===== config.mk =====
export PLATFORM = sky130hd
export DESIGN_NAME = sup_reset_ctrl
export DESIGN_NICKNAME = d
export VERILOG_FILES = /design/src/rtl/sup_pkg.sv /design/src/rtl/sup_sync.sv /design/src/rtl/sup_timebase.sv /design/src/rtl/sup_hold.sv /design/src/rtl/sup_start_det.sv /design/src/rtl/sup_wdog.sv /design/src/rtl/sup_ctl_reg.sv /design/src/rtl/sup_reset_ctrl.sv
export SDC_FILE = /design/constraint.sdc
export NUM_CORES = 1
export LEC_CHECK = 0
export BUFFER_PORTS_ARGS = -buffer_cell sky130_fd_sc_hd__buf_2
export CAP_MARGIN = 20
export CORE_AREA = 2 2 121 64
export DETAILED_ROUTE_END_ITERATION = 8
export DIE_AREA = 0 0 123 66
export PLACE_DENSITY = 0.57
export SETUP_SLACK_MARGIN = 0.5
export SLEW_MARGIN = 20
export SYNTH_ARGS = -nofsm -noshare
export SYNTH_HDL_FRONTEND = slang
export SYNTH_SLANG_ARGS = --single-unit

===== constraint.sdc =====
create_clock -name clk -period 3.8 [get_ports clk]
set_input_delay 0.95 -clock clk [delete_from_list [all_inputs] [get_ports clk]]
set_output_delay 0.95 -clock clk [all_outputs]
set_load 0.005 [all_outputs]

===== src/rtl/sup_pkg.sv =====
package sup_pkg;

   // Watchdog interval selection carried in control bits [1:0]
   typedef enum logic [1:0] {
      WD_SEL_LONG  = 2'b00,
      WD_SEL_MID   = 2'b01,
      WD_SEL_SHORT = 2'b10,
      WD_SEL_OFF   = 2'b11
   } wd_sel_e;

   // Control register image; lock enable sits in bit 2
   typedef struct packed {
      logic    lock_en;
      wd_sel_e sel;
   } ctl_t;

   localparam int unsigned CTL_W = $bits(ctl_t);

endpackage


===== src/rtl/sup_sync.sv =====
// Multi-stage synchroniser for one asynchronous level
module sup_sync #(
   parameter int unsigned STAGES  = 2,
   parameter bit          RST_VAL = 1'b0
) (
   input  logic clk,
   input  logic rst_n,
   input  logic d,
   output logic q
);

   logic [STAGES-1:0] chain_q;

   always_ff @(posedge clk or negedge rst_n) begin
      if (!rst_n) begin
         chain_q <= {STAGES{RST_VAL}};
      end else begin
         chain_q <= {chain_q[STAGES-2:0], d};
      end
   end

   assign q = chain_q[STAGES-1];

endmodule


===== src/rtl/sup_timebase.sv =====
// Prescaler: one-cycle tick every PRESCALE clocks
module sup_timebase #(
   parameter int unsigned PRESCALE = 200000
) (
   input  logic clk,
   input  logic rst_n,
   output logic tick
);

   localparam int unsigned PW = $clog2(PRESCALE);

   logic [PW-1:0] div_q;

   assign tick = (div_q == PW'(PRESCALE - 1));

   always_ff @(posedge clk or negedge rst_n) begin
      if (!rst_n) begin
         div_q <= '0;
      end else if (tick) begin
         div_q <= '0;
      end else begin
         div_q <= div_q + 1'b1;
      end
   end

endmodule


===== src/rtl/sup_hold.sv =====
// Reset state and hold counter shared by supply and watchdog causes
module sup_hold #(
   parameter int unsigned HOLD_TICKS = 200
) (
   input  logic clk,
   input  logic rst_n,
   input  logic supply_ok_s,
   input  logic tick,
   input  logic restart,
   output logic active
);

   localparam int unsigned HW = $clog2(HOLD_TICKS);

   logic [HW-1:0] hold_q;

   always_ff @(posedge clk or negedge rst_n) begin
      if (!rst_n) begin
         active <= 1'b1;
         hold_q <= '0;
      end else if (!supply_ok_s || restart) begin
         active <= 1'b1;
         hold_q <= '0;
      end else if (active && tick) begin
         if (hold_q == HW'(HOLD_TICKS - 1)) begin
            active <= 1'b0;
            hold_q <= '0;
         end else begin
            hold_q <= hold_q + 1'b1;
         end
      end
   end

endmodule


===== src/rtl/sup_start_det.sv =====
// Start condition: data falls while clock is high (synchronised inputs)
module sup_start_det (
   input  logic clk,
   input  logic rst_n,
   input  logic sda_s,
   input  logic scl_s,
   output logic start
);

   logic sda_prev_q;

   always_ff @(posedge clk or negedge rst_n) begin
      if (!rst_n) begin
         sda_prev_q <= 1'b1;
      end else begin
         sda_prev_q <= sda_s;
      end
   end

   assign start = sda_prev_q & ~sda_s & scl_s;

endmodule


===== src/rtl/sup_wdog.sv =====
// Watchdog counter with selectable limit
module sup_wdog
   import sup_pkg::*;
#(
   parameter int unsigned LONG_TICKS  = 1400,
   parameter int unsigned MID_TICKS   = 600,
   parameter int unsigned SHORT_TICKS = 200,
   parameter int unsigned CW          = $clog2(LONG_TICKS + 1)
) (
   input  logic          clk,
   input  logic          rst_n,
   input  logic          tick,
   input  logic          kick,
   input  logic          hold,
   input  wd_sel_e       sel,
   output logic          fire,
   output logic [CW-1:0] cnt_q
);

   logic [CW-1:0] limit;
   logic          enabled;

   always_comb begin
      enabled = 1'b1;
      unique case (sel)
         WD_SEL_LONG:  limit = CW'(LONG_TICKS);
         WD_SEL_MID:   limit = CW'(MID_TICKS);
         WD_SEL_SHORT: limit = CW'(SHORT_TICKS);
         default: begin
            limit   = CW'(LONG_TICKS);
            enabled = 1'b0;
         end
      endcase
   end

   // >= so that a switch to a shorter interval fires promptly
   assign fire = enabled & ~hold & tick & (cnt_q >= limit - 1'b1);

   always_ff @(posedge clk or negedge rst_n) begin
      if (!rst_n) begin
         cnt_q <= '0;
      end else if (hold || kick || !enabled || fire) begin
         cnt_q <= '0;
      end else if (tick) begin
         cnt_q <= cnt_q + 1'b1;
      end
   end

endmodule


===== src/rtl/sup_ctl_reg.sv =====
// Control register with timed (nonvolatile-style) write cycle and lock
module sup_ctl_reg
   import sup_pkg::*;
#(
   parameter int unsigned      NV_WR_TICKS = 5,
   parameter logic [CTL_W-1:0] INIT_CFG    = '0
) (
   input  logic clk,
   input  logic rst_n,
   input  logic tick,
   input  logic we,
   input  ctl_t wdata,
   input  logic wp_pin,
   input  logic blocked,
   output ctl_t ctl_q,
   output logic busy
);

   localparam int unsigned NW = $clog2(NV_WR_TICKS);

   ctl_t          pend_q;
   logic [NW-1:0] wr_cnt_q;
   logic          locked;
   logic          accept;

   assign locked = wp_pin & ctl_q.lock_en;
   assign accept = we & ~locked & ~blocked & ~busy;

   always_ff @(posedge clk or negedge rst_n) begin
      if (!rst_n) begin
         ctl_q    <= ctl_t'(INIT_CFG);
         pend_q   <= ctl_t'(INIT_CFG);
         busy     <= 1'b0;
         wr_cnt_q <= '0;
      end else if (accept) begin
         pend_q   <= wdata;
         busy     <= 1'b1;
         wr_cnt_q <= '0;
      end else if (busy && tick) begin
         if (wr_cnt_q == NW'(NV_WR_TICKS - 1)) begin
            ctl_q    <= pend_q;
            busy     <= 1'b0;
            wr_cnt_q <= '0;
         end else begin
            wr_cnt_q <= wr_cnt_q + 1'b1;
         end
      end
   end

endmodule


===== src/rtl/sup_reset_ctrl.sv =====
module sup_reset_ctrl
   import sup_pkg::*;
#(
   parameter int unsigned      PRESCALE       = 200000,
   parameter int unsigned      HOLD_TICKS     = 200,
   parameter int unsigned      WD_LONG_TICKS  = 1400,
   parameter int unsigned      WD_MID_TICKS   = 600,
   parameter int unsigned      WD_SHORT_TICKS = 200,
   parameter int unsigned      NV_WR_TICKS    = 5,
   parameter int unsigned      SYNC_STAGES    = 2,
   parameter bit               ACTIVE_LOW     = 1'b1,
   parameter logic [CTL_W-1:0] INIT_CFG       = 3'b000
) (
   input  logic             clk,
   input  logic             rst_n,
   input  logic             supply_ok,
   input  logic             scl_in,
   input  logic             sda_in,
   input  logic             wp_pin,
   input  logic             cfg_we,
   input  logic [CTL_W-1:0] cfg_wdata,
   output logic [CTL_W-1:0] cfg_rdata,
   output logic             nv_busy,
   output logic             bus_inhibit,
   output logic             rst_out
);

   localparam int unsigned WD_W = $clog2(WD_LONG_TICKS + 1);

   // Elaboration-time parameter checks
   generate
      if (PRESCALE < 2) begin : g_bad_prescale
         $error("PRESCALE must be at least 2");
      end
      if (HOLD_TICKS < 2) begin : g_bad_hold
         $error("HOLD_TICKS must be at least 2");
      end
      if (NV_WR_TICKS < 2) begin : g_bad_nv
         $error("NV_WR_TICKS must be at least 2");
      end
      if (SYNC_STAGES < 2) begin : g_bad_sync
         $error("SYNC_STAGES must be at least 2");
      end
      if (!(WD_LONG_TICKS > WD_MID_TICKS && WD_MID_TICKS > WD_SHORT_TICKS
            && WD_SHORT_TICKS >= 2)) begin : g_bad_wd
         $error("watchdog intervals must be strictly decreasing and at least 2");
      end
   endgenerate

   logic            supply_s;
   logic            sda_s;
   logic            scl_s;
   logic            tick;
   logic            start;
   logic            wd_fire;
   logic            reset_active;
   logic [WD_W-1:0] wd_cnt;
   ctl_t            ctl;

   sup_sync #(.STAGES(SYNC_STAGES), .RST_VAL(1'b0)) u_sync_sup (
      .clk(clk), .rst_n(rst_n), .d(supply_ok), .q(supply_s));
   sup_sync #(.STAGES(SYNC_STAGES), .RST_VAL(1'b1)) u_sync_sda (
      .clk(clk), .rst_n(rst_n), .d(sda_in), .q(sda_s));
   sup_sync #(.STAGES(SYNC_STAGES), .RST_VAL(1'b1)) u_sync_scl (
      .clk(clk), .rst_n(rst_n), .d(scl_in), .q(scl_s));

   sup_timebase #(.PRESCALE(PRESCALE)) u_tb (
      .clk(clk), .rst_n(rst_n), .tick(tick));

   sup_start_det u_start (
      .clk(clk), .rst_n(rst_n), .sda_s(sda_s), .scl_s(scl_s), .start(start));

   sup_hold #(.HOLD_TICKS(HOLD_TICKS)) u_hold (
      .clk(clk), .rst_n(rst_n), .supply_ok_s(supply_s), .tick(tick),
      .restart(wd_fire), .active(reset_active));

   sup_wdog #(
      .LONG_TICKS(WD_LONG_TICKS), .MID_TICKS(WD_MID_TICKS),
      .SHORT_TICKS(WD_SHORT_TICKS), .CW(WD_W)
   ) u_wd (
      .clk(clk), .rst_n(rst_n), .tick(tick), .kick(start),
      .hold(reset_active), .sel(ctl.sel), .fire(wd_fire), .cnt_q(wd_cnt));

   sup_ctl_reg #(.NV_WR_TICKS(NV_WR_TICKS), .INIT_CFG(INIT_CFG)) u_ctl (
      .clk(clk), .rst_n(rst_n), .tick(tick), .we(cfg_we),
      .wdata(ctl_t'(cfg_wdata)), .wp_pin(wp_pin), .blocked(reset_active),
      .ctl_q(ctl), .busy(nv_busy));

   assign cfg_rdata   = ctl;
   assign bus_inhibit = reset_active;

   generate
      if (ACTIVE_LOW) begin : g_out_low
         assign rst_out = ~reset_active;
      end else begin : g_out_high
         assign rst_out = reset_active;
      end
   endgenerate

endmodule


# ---- After elaboration in Yosys (flattened, before gate mapping)
# Cells that the tools add are included.
dict set report classes {
  n_mux 17
  addsub 5
  n_bitwise 14
  n_lt_le_gt_ge 1
  n_eq_ne 5
  reduce_logical 18
}
# operator n
set op_table {}
lappend op_table {{$mux W8} 3}
lappend op_table {{$mux W11} 2}
lappend op_table {{$pmux W11 S2} 1}
lappend op_table {{$add A18 B1 Y18 const B} 1}
lappend op_table {{$eq A18 B18 Y1 const B} 1}
lappend op_table {{$mux W18} 1}
lappend op_table {{$add A11 B1 Y11 const B} 1}
lappend op_table {{$ge A11 B11 Y1} 1}
lappend op_table {{$sub A11 B1 Y11 const B} 1}
lappend op_table {{$reduce_bool A2 Y1} 5}
lappend op_table {{$and A1 B1 Y1} 9}
lappend op_table {{$mux W3} 3}
lappend op_table {{$add A8 B1 Y8 const B} 1}
lappend op_table {{$eq A8 B8 Y1 const B} 1}
lappend op_table {{$mux W1} 7}
lappend op_table {{$not A1 Y1} 5}
lappend op_table {{$logic_or A1 B1 Y1} 4}
lappend op_table {{$reduce_and A2 Y1} 2}
lappend op_table {{$add A3 B1 Y3 const B} 1}
lappend op_table {{$eq A3 B3 Y1 const B} 1}
lappend op_table {{$reduce_and A3 Y1} 1}
lappend op_table {{$reduce_or A3 Y1} 1}
lappend op_table {{$eq A2 B1 Y1 const B} 1}
lappend op_table {{$eq A2 B2 Y1 const B} 1}
lappend op_table {{other kinds (3)} 5}
dict set report word_totals {
  regBits 55
  in_bits 10
}

# ---- Logic depth before layout (Yosys ltp)
# Gate-level depths: netlist of run 1.
dict set report depth {
  depth_word 9
  ltp_mapped 11
}

# ---- By module
# From an unflattened synthesis of run 1, not the netlist that was laid out.
dict set report hier_totals {
  hier_cells 266
  area_unflattened_um2 2811.4
}
# mod instances cells_each area_per_inst_um2 seq_area_each_um2
set by_module_without_submodules {}
lappend by_module_without_submodules {sup_timebase 1 85 872.1 450.4}
lappend by_module_without_submodules {sup_wdog 1 88 820.8 275.3}
lappend by_module_without_submodules {sup_hold 1 49 470.5 226.5}
lappend by_module_without_submodules {sup_ctl_reg 1 35 454.2 250.2}
lappend by_module_without_submodules {{sup_sync at u_sync_scl ...} 2 2 52.6 52.6}
lappend by_module_without_submodules {{sup_sync at u_sync_sup} 1 2 50.0 50.0}
lappend by_module_without_submodules {sup_start_det 1 2 35.0 26.3}
lappend by_module_without_submodules {sup_reset_ctrl 1 1 3.8 0.0}

# ---- Worst setup path after synthesis of run 1
# OpenSTA, ideal clock, no wires.
dict set report synth_timing {
  path_type {register to register}
  startpoint {reg u_ctl.ctl_q[0] (netlist name)}
  endpoint {reg u_hold.hold_q[1]}
  arrival_ns 2.125
  path_slack_ns 1.598
  stages_incl_launch_ff 11
  required_time_ns 3.722
  setup_time_ns 0.078
  synth_period_minus_slack_ns 2.202
  cell_sequence {dfrtp_1 inv_1 ha_1 inv_1 ha_1 nand4b_1 o22ai_1 o211a_1 o211ai_1 nand2_1 a21oi_1}
}
dict set report synth_between {
  elab_chain_len 8
  word_cells_on_any_way 14
}
# element line
set synth_lines {}
lappend synth_lines {{start, declared} sup_ctl_reg.sv:15} ;# output ctl_t ctl_q,
lappend synth_lines {{start signal, assigned} sup_ctl_reg.sv:31} ;# ctl_q <= ctl_t'(INIT_CFG);
lappend synth_lines {{start signal, assigned} sup_ctl_reg.sv:41} ;# ctl_q <= pend_q;
lappend synth_lines {{parallel branches: the longest is 5 deep, another holds $sub A11 B1 Y11} n/a}
lappend synth_lines {{$and A1 B1 Y1 (*)} sup_wdog.sv:37} ;# assign fire = enabled & ~hold & tick & (cnt_q >= limit - 1'b1);
lappend synth_lines {{$logic_or A1 B1 Y1 (*)} sup_hold.sv:21} ;# end else if (!supply_ok_s || restart) begin
lappend synth_lines {{$mux W8 / $reduce_bool A2 Y1 (equally long branches)} n/a}
lappend synth_lines {{end signal, assigned} sup_hold.sv:29} ;# hold_q <= hold_q + 1'b1;
lappend synth_lines {{end, declared} sup_hold.sv:15} ;# logic [HW-1:0] hold_q;
# Mark *: on every way between the ends.
# A chain may end at the register's enable or synchronous reset.

# ---- Worst setup path after layout of run 1
dict set report layout_timing {
  startpoint {reg u_ctl.ctl_q[0] (netlist name)}
  endpoint {reg u_wd.cnt_q[10]}
}
dict set report layout_between {
  elab_chain_len 8
  word_cells_on_any_way 16
}
# element line
set layout_lines {}
lappend layout_lines {{parallel branches: the longest is 6 deep, another holds $sub A11 B1 Y11} n/a}
lappend layout_lines {{$logic_or A1 B1 Y1 (*)} sup_wdog.sv:42} ;# end else if (hold || kick || !enabled || fire) begin
lappend layout_lines {{$mux W11 / $reduce_bool A2 Y1 (equally long branches)} n/a}
lappend layout_lines {{end signal, assigned} sup_wdog.sv:45} ;# cnt_q <= cnt_q + 1'b1;
lappend layout_lines {{end, declared} sup_wdog.sv:17} ;# output logic [CW-1:0] cnt_q
# Marks and branches as above.

==> results of run 1 <==
==> cells by family after synthesis <==
kind of cell    synth area share (%)
xor+xnor                       8.232
simple gates                   23.43
fa+ha+maj                      6.784
compound gates                 7.553
buf+inv                        2.759
flops                          50.02
mux                            1.221
==> sequential cells by signal, summed over array words and instances (netlist names), 3 cells and up <==
| register | cells |
|---|---|
| u_hold.hold_q | 8 |
| u_tb.div_q | 18 |
| u_ctl.ctl_q | 3 |
| u_ctl.wr_cnt_q | 3 |
| u_ctl.pend_q | 3 |
| u_wd.cnt_q | 11 |
==> through the flow <==
step	hold WS (ns)	area (sq um)	power, mW	util [%]	std cells
finish	0.3569	3097	1.060	43.60	389
global route	0.3601	3097	1.104	43.60	389
CTS	0.3587	3094	1.080	43.57	389
detailed placement	0.3463	2957	0.6273	41.63	381
global placement	0.3379	2957	0.6271	41.63	381
floorplan	0.3312	2766	0.6081	-	273
==> final cells by class <==
| type | instances | area [sq um] | share of cell area [%] |
|---|---|---|---|
| Sequential cell | 55 | 1384 | 44.69 |
| Inverter | 13 | 48.80 | 1.576 |
| Clock inverter | 1 | 5.005 | 0.1616 |
| Clock buffer | 7 | 132.6 | 4.283 |
| Tap cell | 96 | 120.1 | 3.879 |
| Timing Repair Buffer | 18 | 100.1 | 3.232 |
| Multi-Input combinational cell | 199 | 1306 | 42.18 |
==> power by group <==
group          switching (mW)  internal (mW)
sequential            0.00245          0.591
clock                   0.201          0.244
combinational          0.0154        0.00639
total                   0.218          0.842
==> per-layer routing <==
layer  wire length (um)  up-vias  GRT usage, %
li1                   -     1000             -
met1               3064      942         23.46
met2               1990       36         19.34
met3                328        5         4.914
met4                 46        0         3.835
met5                  0        -             0
==> worst max-delay path: stages, from the launching register on <==
cell	delay, ns
sky130_fd_sc_hd__dfrtp_1	0.42
sky130_fd_sc_hd__inv_1	0.09
sky130_fd_sc_hd__ha_1	0.28
sky130_fd_sc_hd__inv_1	0.07
sky130_fd_sc_hd__ha_1	0.30
sky130_fd_sc_hd__nand4b_1	0.09
sky130_fd_sc_hd__o22ai_1	0.19
sky130_fd_sc_hd__o211a_1	0.18
sky130_fd_sc_hd__nor2_1	0.09
sky130_fd_sc_hd__o211ai_1	0.69
sky130_fd_sc_hd__nor2_1	0.12
==> path summary, 6_finish.rpt <==
path / start / end / slack [ns] / cells past startpoint
setup / recovery: u_ctl.ctl_q[0] / u_wd.cnt_q[10] / 1.12 / 10
hold / removal: u_sync_sda.chain_q[0] / u_sync_sda.chain_q[1] / 0.36 / 0
setup reg to reg: u_ctl.ctl_q[0] / u_wd.cnt_q[10] / 1.12 / 10
hold reg to reg: u_sync_sda.chain_q[0] / u_sync_sda.chain_q[1] / 0.36 / 0
min in group asynchronous: rst_n / u_ctl.ctl_q[2] / 0.63 / 1
max in group asynchronous: rst_n / u_sync_scl.chain_q[1] / 2.48 / 2
==> cell usage in the layout, fill, tap and decap left out, drive strengths merged, types with 2 or more instances in the layout <==
master / n
a21oi: 8
a41oi: 4
and2: 6
and3: 6
and4: 2
buf: 18
clkbuf: 7
dfrtp: 49
dfstp: 6
ha: 15
inv: 13
mux2: 3
nand2: 28
nand3: 16
nand4: 12
nand4b: 2
nor2: 28
nor3: 6
nor4: 4
o211ai: 4
o21ai: 9
or3: 5
or4: 3
xnor2: 8
xor2: 18
==> reports/summary.md, run 1 <==
The count of pins over their slew limit is 0. The tools report the number of synthesis warnings as 0. The via density per instance was 5.098; the width of the die was 123 um.

The first TritonRoute pass finished after 5 iterations. The number of remaining DRC errors is 0. The most frequently used flop master after synthesis was sky130_fd_sc_hd__dfrtp_1. The region available for standard cell placement spans 0.007102 sq mm. In this run the biggest area consumer among cell types represents 44.32% of the synthesized area.

The floorplan has 22 rows. The mean cell area of the mapped netlist is 10.13 sq um. By area the synthesized netlist is led by sky130_fd_sc_hd__dfrtp_1 44%, sky130_fd_sc_hd__ha_1 6.8%, sky130_fd_sc_hd__dfstp_2 5.7%, sky130_fd_sc_hd__xor2_1 5.7%, sky130_fd_sc_hd__nand2_1 3.8%. The worst setup path is of the reg2reg kind. The worst max-slew margin expressed relative to the limit was 42.89%. The count of maximum capacitance violations is 0. The sum of negative setup slack is 0 ns. The logs give 5 for the number of buffers created by CTS and 0 for the remaining global-route overflow. TritonCTS built the clock tree. For the number of buffers added for setup after CTS, the log shows 0. The tools report the sequential-to-total area share from yosys stat as 50.02%.

The layout has 687 filler cells. The count of nets left with antenna violations after detail routing was 0. The first-pass GRT wire length was 9.349 mm. Data on the critical path is required at its endpoint by 3.95 ns. For the worst-skew pair, the clock arrives at the later sink with an insertion delay of 0.30 ns. Setup violations remaining at the end of the flow were counted as 0. The share of post-route cells with drive strength above 1 is 12.29%, and the number of DRC violations after detailed-routing iteration 0 is 144. The instance count of the mapped netlist is 273, and the synthesis-stage register bit count is 55. Global routing used 15.04% of the available tracks across all layers.

Counting flops with a built-in enable in the synthesized netlist gives 0. The full die area came out at 0.008118 sq mm. The worst setup path is captured at a flop.

The area growth from synthesis to layout is 11.94%. The run gives 1.124 ns as the setup slack after layout. After detailed routing, the total wire length is 5.429 mm.

Routability-driven placement finished with a final weighted congestion of 0.8307. The total standard cell area after synthesis is 0.002766 sq mm. In this run the vertical extent of the chip is 66 um. The clock-pin slew on the worst setup and hold paths was 0.07 ns. The repair_antennas step left the layout with diodes totalling 0. The synthesized design spends more area on one cell type than any other, namely sky130_fd_sc_hd__dfrtp_1.

Setup repair after global routing left no endpoint under its margin. The number of hold-slack violations in the final timing report was 0; the share of synthesized flip-flops with an asynchronous set or reset was 100.0%. Counting every net in the synthesized netlist gives 298. The post-synthesis cell type count came out at 42. The logs give 16 for the top-level port count and 2.82 ns for the signal arrival time at the worst endpoint. The starting density of the core was 38.95%; the CTS H-tree depth was 2. The final layout net count was 317; the final period utilization was 70.42%.

After detailed routing, the average wire length per cell comes to 13.96 um. The logs give 0 for the initial antenna violation count and 1860 for the number of global-route vias before repair. At the pin with the least slew margin, the transition time is 0.8530 ns. The run gives 1.396 nW as the leakage power. For the final database, setup skew stands at 0.006162 ns. Power spread over the standard cell area amounts to 342.3 mW/mm^2. For the post-placement setup slack, the log shows 1.094 ns. In this run the worst hold path is classified as reg2reg. For the count of hold-fix buffers inserted at cts, the log shows 0. For the half-perimeter wire length of the detailed placement result, the log shows 3.884 mm.

The clock tree buffer depth came out at 2. The worst setup path is launched from a flop. The run finished with clean final reports.

Along the worst path, the maximum fanout reaches 11. The run gives 1983 as the number of vias in the routed layout. The minimum period implied by the final worst setup slack was 2.676 ns. The master cell of the clock root buffer was sky130_fd_sc_hd__clkbuf_16. The post-cts sizing count is 0, and the maximum frequency from static timing analysis is 0.3737 GHz. The number of input and output port buffers inserted works out to 15. The tree built by TritonCTS fans out to 55 sinks.

Among all cell types in the netlist, the one instantiated most often is sky130_fd_sc_hd__dfrtp_1. Across the VDD grid, the largest voltage drop is 226.2 uV. After synthesis, the most frequently instantiated cells are 49 x sky130_fd_sc_hd__dfrtp_1, 28 x sky130_fd_sc_hd__nand2_1, 28 x sky130_fd_sc_hd__nor2_1. The pin count of the biggest net entering global routing is 44.
Power figures use the tool's default switching activity.
==> run 2, diff against run 1 <==
==> constraint.sdc (replaced) <==
create_clock -name clk -period 2.67 [get_ports clk]
set_input_delay 0.6675 -clock clk [delete_from_list [all_inputs] [get_ports clk]]
set_output_delay 0.6675 -clock clk [all_outputs]
set_load 0.005 [all_outputs]
==> run 2 against run 1 <==
Sequential cell count did not move. Highest routed layer unchanged. Critical endpoint is now u_hold.hold_q[5]. Critical path type unchanged. Sequential share of layout area fell by 2.6 points. Sequential power rose by 42%. Maximum frequency rose by 21%. Clock skew barely moved. Wire length rose by 6.0%.
==> reports/summary.md, run 2 (synthesized netlist as in run 1, its figures left out) <==
The initial antenna violation count was 0 (unchanged); the minimum period implied by the final worst setup slack was 2.208 ns (-0.4685 ns). The run gives 0 (unchanged) as the setup-violating endpoint count in the final report. The tools report the count of clock tree sinks as 55 (unchanged). The CTS H-tree depth was 2 (unchanged). The overall routed net length was 5.756 mm (+6.0%); the number of fill cells was 658 (-4.2%). The overall power consumption was 1.545 mW (+46%); the final layout net count was 325 (+2.5%). Final worst clock skew: 0.005804 ns (-0.0003581 ns). The starting density of the core came out at 38.95% (unchanged). The largest registers in the layout are u_tb.div_q (18), u_wd.cnt_q (11), u_hold.hold_q (8). The detail-routed net length per standard cell works out to 14.50 um (+3.9%).

The area growth from synthesis to layout is 18.86%. TritonCTS built the clock tree. The tools report the number of global-route vias before repair as 1843 (-0.91%). The count of hold-fix buffers inserted at cts is 0 (unchanged).

Via density per instance: 5.121 (+0.46%). The worst setup path is launched from a flop. The run gives 5 (unchanged) as the number of buffers created by CTS. The top cell types in the final layout, fill and taps aside, are 49 x sky130_fd_sc_hd__dfrtp_1, 27 x sky130_fd_sc_hd__nand2_1, 26 x sky130_fd_sc_hd__nor2_1. The slew of the pin with the lowest slew margin is 0.7086 ns (-0.1444 ns), and the leakage power is 1.443 nW (+3.3%). The die height is 66 um (unchanged), and the register cell area after layout is 0.001384 sq mm (unchanged).

The run gives 9.715 mm (+3.9%) as the first-pass GRT wire length. For the met1 layer usage reported by global route, the log shows 25.73% (+2.3 points). More flip-flops sit in one register than any other, and that register is u_tb.div_q. The met3 global-route usage is 4.397% (-0.52 points), and the share of post-route cells with drive strength above 1 is 20.93% (+8.6 points). For the post-layout instance count excluding filler cells, the log shows 397 (+2.1%).

Setup repair after global routing could not meet its margin everywhere. The most crowded layer after global routing was met1. Half-perimeter wire length of the detailed placement result: 3.905 mm (+0.55%).

The run gives 0.7969 (-4.1%) as the routability congestion estimate from global placement. The length in cells of the worst reg-to-reg path was 10 (unchanged); the full die area was 0.008118 sq mm (unchanged). The tools report the number of hold-slack violations in the final timing report as 0 (unchanged). The remaining global-route overflow is 0 (unchanged), and the final period utilization is 82.68% (+12 points). The run finished with clean final reports.

The signal arrival time at the worst endpoint was 2.38 ns (-0.44 ns). The register-to-register setup slack came out at 0.46 ns (-0.66 ns). The root buffer cell chosen for the clock tree is sky130_fd_sc_hd__clkbuf_16. The clock latency on the worst-skew pair was 0.29 ns (about the same). The clock-pin slew on the worst setup and hold paths was 0.07 ns (about the same).

The worst min-delay path class is reg2reg. The critical path's slowest cell is sky130_fd_sc_hd__dfrtp_1. The number of input and output port buffers inserted works out to 15 (unchanged). The area of the placeable core is 0.007102 sq mm (unchanged), and the biggest fanout along the worst timing path is 8 (-3). The count of maximum capacitance violations came out at 0 (unchanged). The number of vias in the routed layout is 2033 (+2.5%), and the number of flip-flops in the largest register is 18 (unchanged). The top-level port count is 16 (unchanged), and the width of the die is 123 um (unchanged). For the worst max-slew margin expressed relative to the limit, the log shows 52.76% (+9.9 points).

The run gives 0.001428 sq mm (+9.3%) as the area used by multi-input combinational logic. Most common library cell in the layout ignoring fill and taps: sky130_fd_sc_hd__dfrtp_1. The number of remaining DRC errors was 0 (unchanged). The final worst hold slack was 0.3503 ns (-0.006556 ns). The met2 usage in global routing was 19.27% (-0.069 points); the power density relative to cell area was 469.9 mW/mm^2 (+37%). The logs give 0 (unchanged) for the count of nets left with antenna violations after detail routing and 118 (-18%) for the number of DRC violations after detailed-routing iteration 0.

The run gives 4 (-1) as the number of detailed-routing iterations run before antenna repair. The tools report the utilization after layout as 46.30% (+2.7 points). Nature of the critical path endpoint: a flop.

The required time at the worst-slack endpoint came out at 2.84 ns (-1.11 ns). The number of stages on the worst hold path was 0 (unchanged). For the clock tree buffer depth, the log shows 2 (unchanged). Counting stages on the worst path, the most repeated cell is sky130_fd_sc_hd__ha_4.

The total instance count after detailed placement is 384 (+0.79%), and the diode insertion count for antenna repair is 0 (unchanged). For the number of placement rows, the log shows 22 (unchanged). The critical path in this run is classified as reg2reg. The maximum frequency from static timing analysis was 0.4530 GHz (+21%); the pin count of the biggest net entering global routing was 56 (+27%). The run gives 0 (unchanged) as the count of pins over their slew limit.

The biggest cell delay along the critical path was 0.42 ns (-0.27 ns); the worst supply voltage drop on vdd was 375.0 uV (+66%). Traced cell by cell, the critical path runs through ha_4 -> inv_4 -> ha_4 -> nand4b_1 -> o22ai_1 -> o211a_1 -> o211ai_1 -> buf_4 -> a41oi_2 -> o21ai_1. The run gives 15.54% (+0.50 points) as the global-route usage over all layers.
## run 2: changes by cell type in the layout (fill, tap and decap cells not counted), sizes merged
cell / delta
buf: +8
## run 2: repair_timing
action | 4_1_cts | 5_1_grt
pin swaps | 13 | 1
buffers inserted | 5 | 0
endpoints found under the setup margin | 19 | 23
gates resized for setup | 16 | 4
## run 2: area by class of cell
type | instances | area share (%)
multi-input combinational | 199 | 43.42
sequential | 55 | 42.09
clock buffer | 7 | 4.338
clock inverter | 1 | 0.1522
tap | 96 | 3.653
timing repair buffer | 26 | 4.795
inverter | 13 | 1.560
## run 2: path summary, 6_finish.rpt
kind,start,end
setup / recovery,u_ctl.ctl_q[1],u_hold.hold_q[5]
hold / removal,u_sync_sup.chain_q[0],u_sync_sup.chain_q[1]
setup reg to reg,u_ctl.ctl_q[1],u_hold.hold_q[5]
hold reg to reg,u_sync_sup.chain_q[0],u_sync_sup.chain_q[1]
max in group asynchronous,rst_n,u_tb.div_q[8]
min in group asynchronous,rst_n,u_ctl.ctl_q[2]
## run 2: report_power, final
group | switching (mW) | leakage, nW | internal (mW)
clock network | 0.295 | 0.0739 | 0.373
logic | 0.0235 | 0.661 | 0.00944
registers | 0.00360 | 0.708 | 0.841
total | 0.322 | 1.44 | 1.22
## run 2: stage by stage
stage          setup slack (ns)  setup TNS, ns  cell area, sq um
2_1_floorplan            0.5030              0              2766
3_3_place_gp             0.1242              0              2979
3_5_place_dp           -0.02689       -0.06362              2979
4_1_cts                  0.4853              0              3268
5_1_grt                  0.3540              0              3288
6_report                 0.4625              0              3288
## run 2: worst max-delay path: cells and delay by family (launching register included)
family | cells | cell delay (ns)
buffers and inverters | 2 | 0.23
AND/OR/NAND/NOR | 1 | 0.09
flip-flops | 1 | 0.42
AO/OA/AOI/OAI | 5 | 0.78
adder cells (fa/ha/maj) | 2 | 0.55
## run 2: layer usage
layer / vias up / part of all wire (%)
li1: 1014 / -
met1: 973 / 59
met2: 42 / 37
met3: 4 / 3.8
met4: 0 / 0.35
met5: - / 0
